===== src/rtl/ramp_syndrome_acc.sv =====
module ramp_syndrome_acc #(
  parameter int CODE_W      = 6,
  parameter int DEPTH       = 128,
  parameter int MIN_SAMPLES = 2 ** (CODE_W - 2),
  localparam int IDX_W      = $clog2(DEPTH),
  localparam int PTR_W      = IDX_W + 1,
  localparam int ACC_W      = CODE_W + IDX_W,
  localparam int SYN_W      = ACC_W + 2
) (
  input  logic             clk,
  input  logic             rst_n,
  input  logic             start,
  input  logic             smp_valid,
  input  logic [CODE_W-1:0] smp_code,
  output logic             ramp_rst,
  output logic             busy,
  output logic             done,
  output logic             err_ovf,
  output logic             err_short,
  output logic [IDX_W-1:0] k_idx,
  output logic [ACC_W-1:0] sum_lo,
  output logic [ACC_W-1:0] sum_hi,
  output logic [SYN_W-1:0] syn_d,
  output logic [SYN_W-1:0] syn_t
);

  localparam logic [CODE_W-1:0] FULL = {CODE_W{1'b1}};

  typedef enum logic [2:0] {ST_IDLE, ST_RRST, ST_SEEK, ST_CAPT, ST_SUM, ST_DONE} state_t;
  state_t state;

  logic [CODE_W-1:0] mem [DEPTH];
  logic [PTR_W-1:0]  wr_ptr;
  logic [IDX_W-1:0]  rd_idx;
  logic [IDX_W-1:0]  half;
  logic              nz, full, at_end, wr_en;
  logic [ACC_W-1:0]  rd_ext;

  assign nz     = smp_code != '0;
  assign full   = smp_code == FULL;
  assign at_end = wr_ptr == PTR_W'(DEPTH);
  assign half   = (k_idx - IDX_W'(1)) >> 1;
  assign rd_ext = ACC_W'(mem[rd_idx]);
  assign wr_en  = smp_valid && !start &&
                  ((state == ST_SEEK && nz) || (state == ST_CAPT && !at_end));

  assign ramp_rst = state == ST_RRST;
  assign busy     = state inside {ST_RRST, ST_SEEK, ST_CAPT, ST_SUM};

  logic signed [SYN_W-1:0] lo_s, hi_s;
  assign lo_s  = {2'b00, sum_lo};
  assign hi_s  = {2'b00, sum_hi};
  assign syn_d = hi_s - lo_s;
  assign syn_t = hi_s - lo_s - (lo_s <<< 1);

  always_ff @(posedge clk)
    if (wr_en) mem[wr_ptr[IDX_W-1:0]] <= smp_code;

  always_ff @(posedge clk or negedge rst_n) begin
    if (!rst_n) begin
      state     <= ST_IDLE;
      done      <= 1'b0;
      err_ovf   <= 1'b0;
      err_short <= 1'b0;
      k_idx     <= '0;
      sum_lo    <= '0;
      sum_hi    <= '0;
      wr_ptr    <= '0;
      rd_idx    <= '0;
    end else if (start) begin
      state     <= ST_RRST;
      done      <= 1'b0;
      err_ovf   <= 1'b0;
      err_short <= 1'b0;
      k_idx     <= '0;
      sum_lo    <= '0;
      sum_hi    <= '0;
      wr_ptr    <= '0;
      rd_idx    <= '0;
    end else begin
      case (state)
        ST_RRST: state <= ST_SEEK;
        ST_SEEK:
          if (smp_valid && nz) begin
            wr_ptr <= PTR_W'(1);
            if (full) begin
              k_idx     <= '0;
              rd_idx    <= IDX_W'(1);
              err_short <= 1 < MIN_SAMPLES;
              state     <= ST_SUM;
            end else begin
              state <= ST_CAPT;
            end
          end
        ST_CAPT:
          if (smp_valid) begin
            if (at_end) begin
              err_ovf <= 1'b1;
              done    <= 1'b1;
              state   <= ST_DONE;
            end else begin
              wr_ptr <= wr_ptr + PTR_W'(1);
              if (full) begin
                k_idx     <= wr_ptr[IDX_W-1:0];
                rd_idx    <= IDX_W'(1);
                err_short <= (int'(wr_ptr) + 1) < MIN_SAMPLES;
                state     <= ST_SUM;
              end
            end
          end
        ST_SUM:
          if (rd_idx >= k_idx) begin
            done  <= 1'b1;
            state <= ST_DONE;
          end else begin
            if (rd_idx <= half)               sum_lo <= sum_lo + rd_ext;
            else if (rd_idx >= k_idx - half)  sum_hi <= sum_hi + rd_ext;
            rd_idx <= rd_idx + IDX_W'(1);
          end
        default: ;
      endcase
    end
  end

  p_ramp_pulse_r1: assert property (@(posedge clk) disable iff (!rst_n)
    start |=> ramp_rst && !done && !err_ovf && !err_short);
  p_ramp_single_r1: assert property (@(posedge clk) disable iff (!rst_n)
    ramp_rst && !start |=> !ramp_rst);
  p_sums_idle_r4: assert property (@(posedge clk) disable iff (!rst_n)
    (state == ST_SEEK || state == ST_CAPT) |-> sum_lo == '0 && sum_hi == '0);
  p_ovf_clean_r7: assert property (@(posedge clk) disable iff (!rst_n)
    err_ovf |-> done && sum_lo == '0 && sum_hi == '0 && k_idx == '0);
  p_hold_r8: assert property (@(posedge clk) disable iff (!rst_n)
    done && !start |=> done && $stable(sum_lo) && $stable(sum_hi) &&
                       $stable(k_idx) && $stable(err_short) && $stable(err_ovf));
  p_busy_excl_r8: assert property (@(posedge clk) disable iff (!rst_n)
    !(busy && done));

endmodule


===== config.mk =====
export PLATFORM = sky130hd
export DESIGN_NAME = ramp_syndrome_acc
export DESIGN_NICKNAME = d
export VERILOG_FILES = /design/src/rtl/ramp_syndrome_acc.sv
export SDC_FILE = /design/constraint.sdc
export NUM_CORES = 1
export LEC_CHECK = 0
export CAP_MARGIN = 10
export CELL_PAD_IN_SITES_DETAIL_PLACEMENT = 1
export CELL_PAD_IN_SITES_GLOBAL_PLACEMENT = 1
export CORE_ASPECT_RATIO = 0.5
export CORE_UTILIZATION = 55
export DETAILED_ROUTE_END_ITERATION = 12
export DONT_BUFFER_PORTS = 1
export PLACE_DENSITY_LB_ADDON = 0.1
export SETUP_SLACK_MARGIN = 0.5
export SLEW_MARGIN = 15
export SYNTH_ARGS = -nofsm -noshare
export SYNTH_HDL_FRONTEND = slang
export SYNTH_SLANG_ARGS = --single-unit

===== constraint.sdc =====
create_clock -name clk -period 11.6 [get_ports clk]
set_input_delay 1.16 -clock clk [delete_from_list [all_inputs] [get_ports clk]]
set_output_delay 1.16 -clock clk [all_outputs]
set_load 0.01 [all_outputs]

; Word level (Yosys, flattened, before mapping)
; Memory sizes are Yosys's and may differ from the RTL's.
; Index checks and enable logic that the tools add are counted.
[word_totals]
n_memories = 1
elab_cells = 120
mem_bits_rw = 768
input_bits = 10
regBits = 54
out_inout_bits = 68
[classes]
n_eq_ne = 17
n_lt_le_gt_ge = 4
muxes = 52
n_reduce_logical = 28
n_addsub = 9
[mem_list]
columns = memory, depth, width, read_ports, rd_clocked_by_memory_dff, wr, line_no
row1 = mem, 128, 6, 1, 0, 1, 32  ; logic [CODE_W-1:0] mem [DEPTH];
[ops]
columns = operator, n
row1 = $mux 13, 9
row2 = $mux 7, 12
row3 = $mux 8, 4
row4 = $add 13x6->13, 2
row5 = $mux 3, 7
row6 = $pmux 7 s3, 1
row7 = $ne 3x3->1 const B, 6
row8 = $pmux 8 s2, 1
row9 = $sub 14x15->15, 1
row10 = $ge 7x7->1, 2
row11 = $mux 1, 14
row12 = $pmux 7 s2, 1
row13 = $sub 13x13->14, 1
row14 = $pmux 3 s4, 1
row15 = $reduce_and 4->1, 3
row16 = $reduce_bool 2->1, 6
row17 = $reduce_and 5->1, 2
row18 = $add 8x1->9 const B, 1
row19 = $lt 9x5->1 const B, 1
row20 = $add 8x1->8 const B, 1
row21 = $eq 8x8->1 const B, 1
row22 = $reduce_bool 4->1, 2
row23 = $add 7x1->7 const B, 1
row24 = $le 7x6->1, 1
row25 = 18 further kinds, 29

; Logic depth before layout (Yosys ltp)
[logic_depth]
depth_word = 8
ltp_mapped = 20
mapped_depth_nobuf = 17

; Worst setup path after synthesis
; OpenSTA, ideal clock, no wires.
[synth_timing]
path_type = register to output
from = register sum_hi[0]
to = output port syn_t[14]
path_slack_ns = 6.977
arrival_time_ns = 3.463
required_ns = 10.440
n_path_buf = 0
stages_incl_launch_ff = 18
cell_sequence = dfrtp_1 > inv_1 > ha_1 > inv_1 > fa_1 > a21o_1 > a21oi_1 > o21a_1 > nor3_1 > a21oi_1 > xnor2_1 > ha_1 > a21o_1 > a21oi_1 > o21ai_0 > o31ai_1 > o21ai_0 > xnor2_1
[synth_via]
elab_chain_cells = 2
[synth_lines]
columns = element, line_no
row1 = "start, declared", 22  ; output logic [ACC_W-1:0] sum_hi,
row2 = "start signal, assigned", 117  ; else if (rd_idx >= k_idx - half) sum_hi <= sum_hi + rd_ext;
row3 = $sub 13x13->14, n/a
row4 = named net syn_d[8], 23  ; output logic [SYN_W-1:0] syn_d,
row5 = $sub 14x15->15, 54  ; assign syn_t = hi_s - lo_s - (lo_s <<< 1);
row6 = "end, declared", 24  ; output logic [SYN_W-1:0] syn_t
; The timed path passes the listed nets, and every way through them passes these cells.

; Final worst setup path
[layout_timing]
from = register rd_idx[0]
to = register sum_lo[10]
[layout_via]
elab_chain_cells = 6
word_cells_on_any_way = 11
classes_between = 1 x add/sub / 2 x order compare / 1 x eq/ne / 4 x mux / 2 x reduce/logical / 1 x memory
[layout_lines]
columns = element, line_no
row1 = "start, declared", 34  ; logic [IDX_W-1:0] rd_idx;
row2 = "start signal, assigned", 118  ; rd_idx <= rd_idx + IDX_W'(1);
row3 = $mem_v2 128x6, n/a
row4 = $add 13x6->13, 116  ; if (rd_idx <= half) sum_lo <= sum_lo + rd_ext;
row5 = $mux 13, 116
row6 = $mux 13, 112  ; if (rd_idx >= k_idx) begin
row7 = $mux 13, 81  ; case (state)
row8 = $mux 13, 70  ; end else if (start) begin
row9 = "end signal, assigned", 116
row10 = "end, declared", 21  ; output logic [ACC_W-1:0] sum_lo,
; Parallel ways exist; a longest one is shown, timed or not. The select of a mux whose other input is x is not followed.
; A chain may end at the register's enable or synchronous reset.

==> results.md <==
* Slowest cell delay on critical path at 0.92 ns
* Comb pwr share at 4.5%
* Routed WL at 89.1 mm
* Post-Synth XOR/XNOR Area at 1.16%
* Drt drc at 0
* Count of different cell masters after synthesis at 70
* Final Skew at 0.0250 ns
* R2r setup slk at 5.38 ns
* # setup viols final at 0
* Largest family of logic cells by synthesized area: multiplexers
* Worst Path Max Fanout at 50
* Area share of fa/ha/maj cells after synthesis at 2.49%
* Worst path top cell family by delay: compound AO/OA/AOI/OAI gates
* Fmax at 161 MHz
* Cells on worst reg2reg path at 15
* Crit. Startpoint: rd_idx[0]
* Avg Cell Area, Syn at 17.8 um^2
* Hold Path Class: in2async
* Sequential fraction of the synthesis area at 69.3%
* Vias in the first global route at 19.9k
* Unrepaired setup endpoints after global routing: no
* CTS tree: built
* Via/cell ratio at 6.53
* Cell Area, Synth at 35200 um^2
* Grt ovf at 0
* Outcome: completed
* WP data required at 12.08 ns
* CP Capture Type: flip-flop
* Worst relative slew slack at 17.5%
* H-tree depth reported by CTS at 3
* Clk root buf: clkbuf_16
* Worst-margin pin slew at 1.22 ns
* Complex-gate fraction of the synthesized area at 3.95%
* Die Wd at 360 um
* Layout net count at 2048
* Initial Util at 55.7%
* Drt pass-1 iters at 6
* #FFs+latches synth at 822
* Slowest-stage cell, CP: dfrtp_4
* Internal at 4.66 mW
* Post-synth top area cell: edfxtp_1
* Max Buffers Root-to-Sink at 3
* Synth top area share at 65.5%
* Post-synth EDFFs at 768
* Leak at 12.0 nW
* Area grow syn2layout at 8.72%
* Crit Path Category: reg2reg
* Layout cell share with drive strength beyond 1 at 19.3%
* Core box area at 63200 um^2
* Detailed-route via count at 18.7k
* CTS sink count at 822
* Tot GR Track Use at 28.1%
* Mux share of post-synthesis cell area at 16.0%
* Commonest non-fill, non-tap cell in the layout: edfxtp_1
* Hold Fails Final Rpt at 0
* Most frequent cells in the layout: edfxtp_1 (768), mux4_2 (230), nor2_1 (193)
* Post_cts resized at 0
* Hold_buf cts at 0
* CTS clk-pin slew, worst paths at 0.07 ns
* FFs w/ async S/R, synth at 6.57%
* Switching Fraction at 20.9%
* Core Rows at 65
* GPL Wtd Cong at 0.851
* Final Max Tran Viols at 0
* Critical Path AT at 6.70 ns
* WP buf/inv at 1
* Area contributors post-synth: edfxtp_1 (65%), mux4_2 (15%), dfrtp_1 (3.8%)
* Net Switching at 1.23 mW
* VDD IR-drop max at 0.0937 mV
* Final setup TNS at 0 ns
* Die area at 65100 um^2
* Final min period at 6.22 ns
* DP HPWL at 55.6 mm
* Reg-to-Reg Start: rd_idx[0]
* Die height at 181 um
* Syn. warnings at 0
* DRT antenna net count at 0
* PD cells at 154 nW/um^2
* Ys flop type: edfxtp_1
* Kind of start point of the critical path: flip-flop
* Drt wl/cell at 31.1 um
* Syn_nets at 2053
* Top Ports at 78
* Initial drt markers at 1786
* Clock share of power at 40.0%
* Simple-gate share of the synthesized area at 5.18%
* Skew-Pair Late Insertion Delay at 0.62 ns
* # port buffers at 0
* Synthesized instance count at 1976
* Worst path cell trace: buf_4, mux4_2, mux4_2, nand2_1, a21oi_1, a2111oi_0, a221oi_1, ha_1, nor2b_1, o21ai_0, a21boi_0, o21ai_0, a2111oi_0, nand4_1, mux2_1
* First-pass GRT wire length at 133 mm
* Initial antenna violation count at 5
* Num CTS Buffers at 73
* Flop pwr share at 55.5%
* Post-CTS setup buffer count at 0
* Max Cap Viol at 0
* Critical register-to-register path endpoint: sum_lo[10]
* Tcrit/Tclk final at 53.6%
* Hold_ws at 0.259 ns
* Largest net degree at the start of global routing at 131
==> cell type report <==
type | instances | area [um^2]
Antenna cell | 1 | 2.50
Clock buffer | 94 | 2000
Clock inverter | 35 | 251
Fill cell | 5451 | 24900
Inverter | 51 | 191
Multi-Input combinational cell | 994 | 10200
Sequential cell | 822 | 24400
Tap cell | 837 | 1050
Timing Repair Buffer | 29 | 228
==> worst max-delay path by stage <==
stage / cells past startpoint / slack (ns) / to
6_report: 15 / 5.38 / sum_lo[10]
5_1_grt: 15 / 4.83 / sum_lo[10]
4_1_cts: 15 / 5.37 / sum_lo[10]
3_5_place_dp: 15 / 5.41 / sum_lo[10]
3_3_place_gp: 17 / 5.51 / sum_lo[10]
2_1_floorplan: 17 / 6.98 / syn_t[14]
==> power by group through the flow <==
stage | Sequential, mW | Combinational [mW] | Clock, mW
finish | 3.27 | 0.267 | 2.36
CTS | 3.27 | 0.270 | 2.39
global route | 3.27 | 0.288 | 2.48
global placement | 3.33 | 0.259 | 0
floorplan | 3.32 | 0.222 | 0
detailed placement | 3.33 | 0.268 | 0
==> worst reg2reg max path: stages, from the launching register on <==
cell       delay (ns)
dfrtp_4          0.92
buf_4            0.95
mux4_2           0.72
mux4_2           0.47
nand2_1          0.11
a21oi_1          0.11
a2111oi_0        0.47
a221oi_1         0.21
ha_1             0.41
nor2b_1          0.13
o21ai_0          0.11
a21boi_0         0.26
o21ai_0          0.21
a2111oi_0        0.48
nand4_1          0.18
mux2_1           0.35
==> sequential cells by signal (all words and copies together) (netlist names) <==
register and cells:
mem 768, sum_hi 13, sum_lo 13, wr_ptr 8, k_idx 7, rd_idx 7
state 3, done 1, err_ovf 1, err_short 1
==> kinds of logic (layout without fill, tap and decap cells) <==
family | count (synthesis) | after routing
flops | 822 | 822
simple gates | 398 | 398
mux | 273 | 273
compound gates | 210 | 210
buf+inv | 160 | 209
fa+ha+maj | 67 | 67
xor+xnor | 46 | 46
other cells | 0 | 1
==> through the flow <==
stage / utilization (%) / std cells / setup WS (ns) / area (um^2) / total power [mW]
final: 60.6 / 2863 / 5.38 / 38300 / 5.89
after global routing: 60.6 / 2862 / 4.83 / 38300 / 6.04
after CTS: 60.6 / 2861 / 5.37 / 38300 / 5.93
after detailed placement: 57.0 / 2732 / 5.41 / 36000 / 3.60
after global placement: 57.0 / 2731 / 5.51 / 36000 / 3.59
after floorplan: - / 1976 / 6.98 / 35200 / 3.54
==> per-layer routing <==
metal	wire, um	vias up	GRT usage [%]
met5	42	-	0
met4	1420	8	5.81
met3	8460	122	7.99
met2	42300	744	44.0
met1	36900	9888	39.9
li1	-	7935	-
==> Yosys cell counts (3+ instances only) <==
master and n:
edfxtp_1 768, mux4_2 230, nor2_1 193, clkbuf_1 65, ha_1 62, a21oi_1 54, dfrtp_1 54, nand2_1 53
o21ai_0 51, inv_1 50, xnor2_1 38, nand3_1 36, buf_2 26, mux2i_1 23, nor3_1 23, nor2b_1 21
nand4_1 19, mux2_2 14, o31ai_1 14, a21o_1 13, nor4_1 12, o21a_1 11, nand2b_1 10, buf_1 9
a2111oi_0 7, xor2_1 7, or3_1 6, or4_1 6, a211oi_1 5, a221oi_1 5, and3_1 5, buf_4 5
fa_1 5, mux2_1 5, o221ai_1 5, o311ai_0 5, o41ai_1 5, a31oi_1 4, and2_1 4, a311oi_1 3
a32o_1 3, buf_6 3, o211ai_1 3, o21bai_1 3, or2_2 3
(Power assumes the default switching activity.)
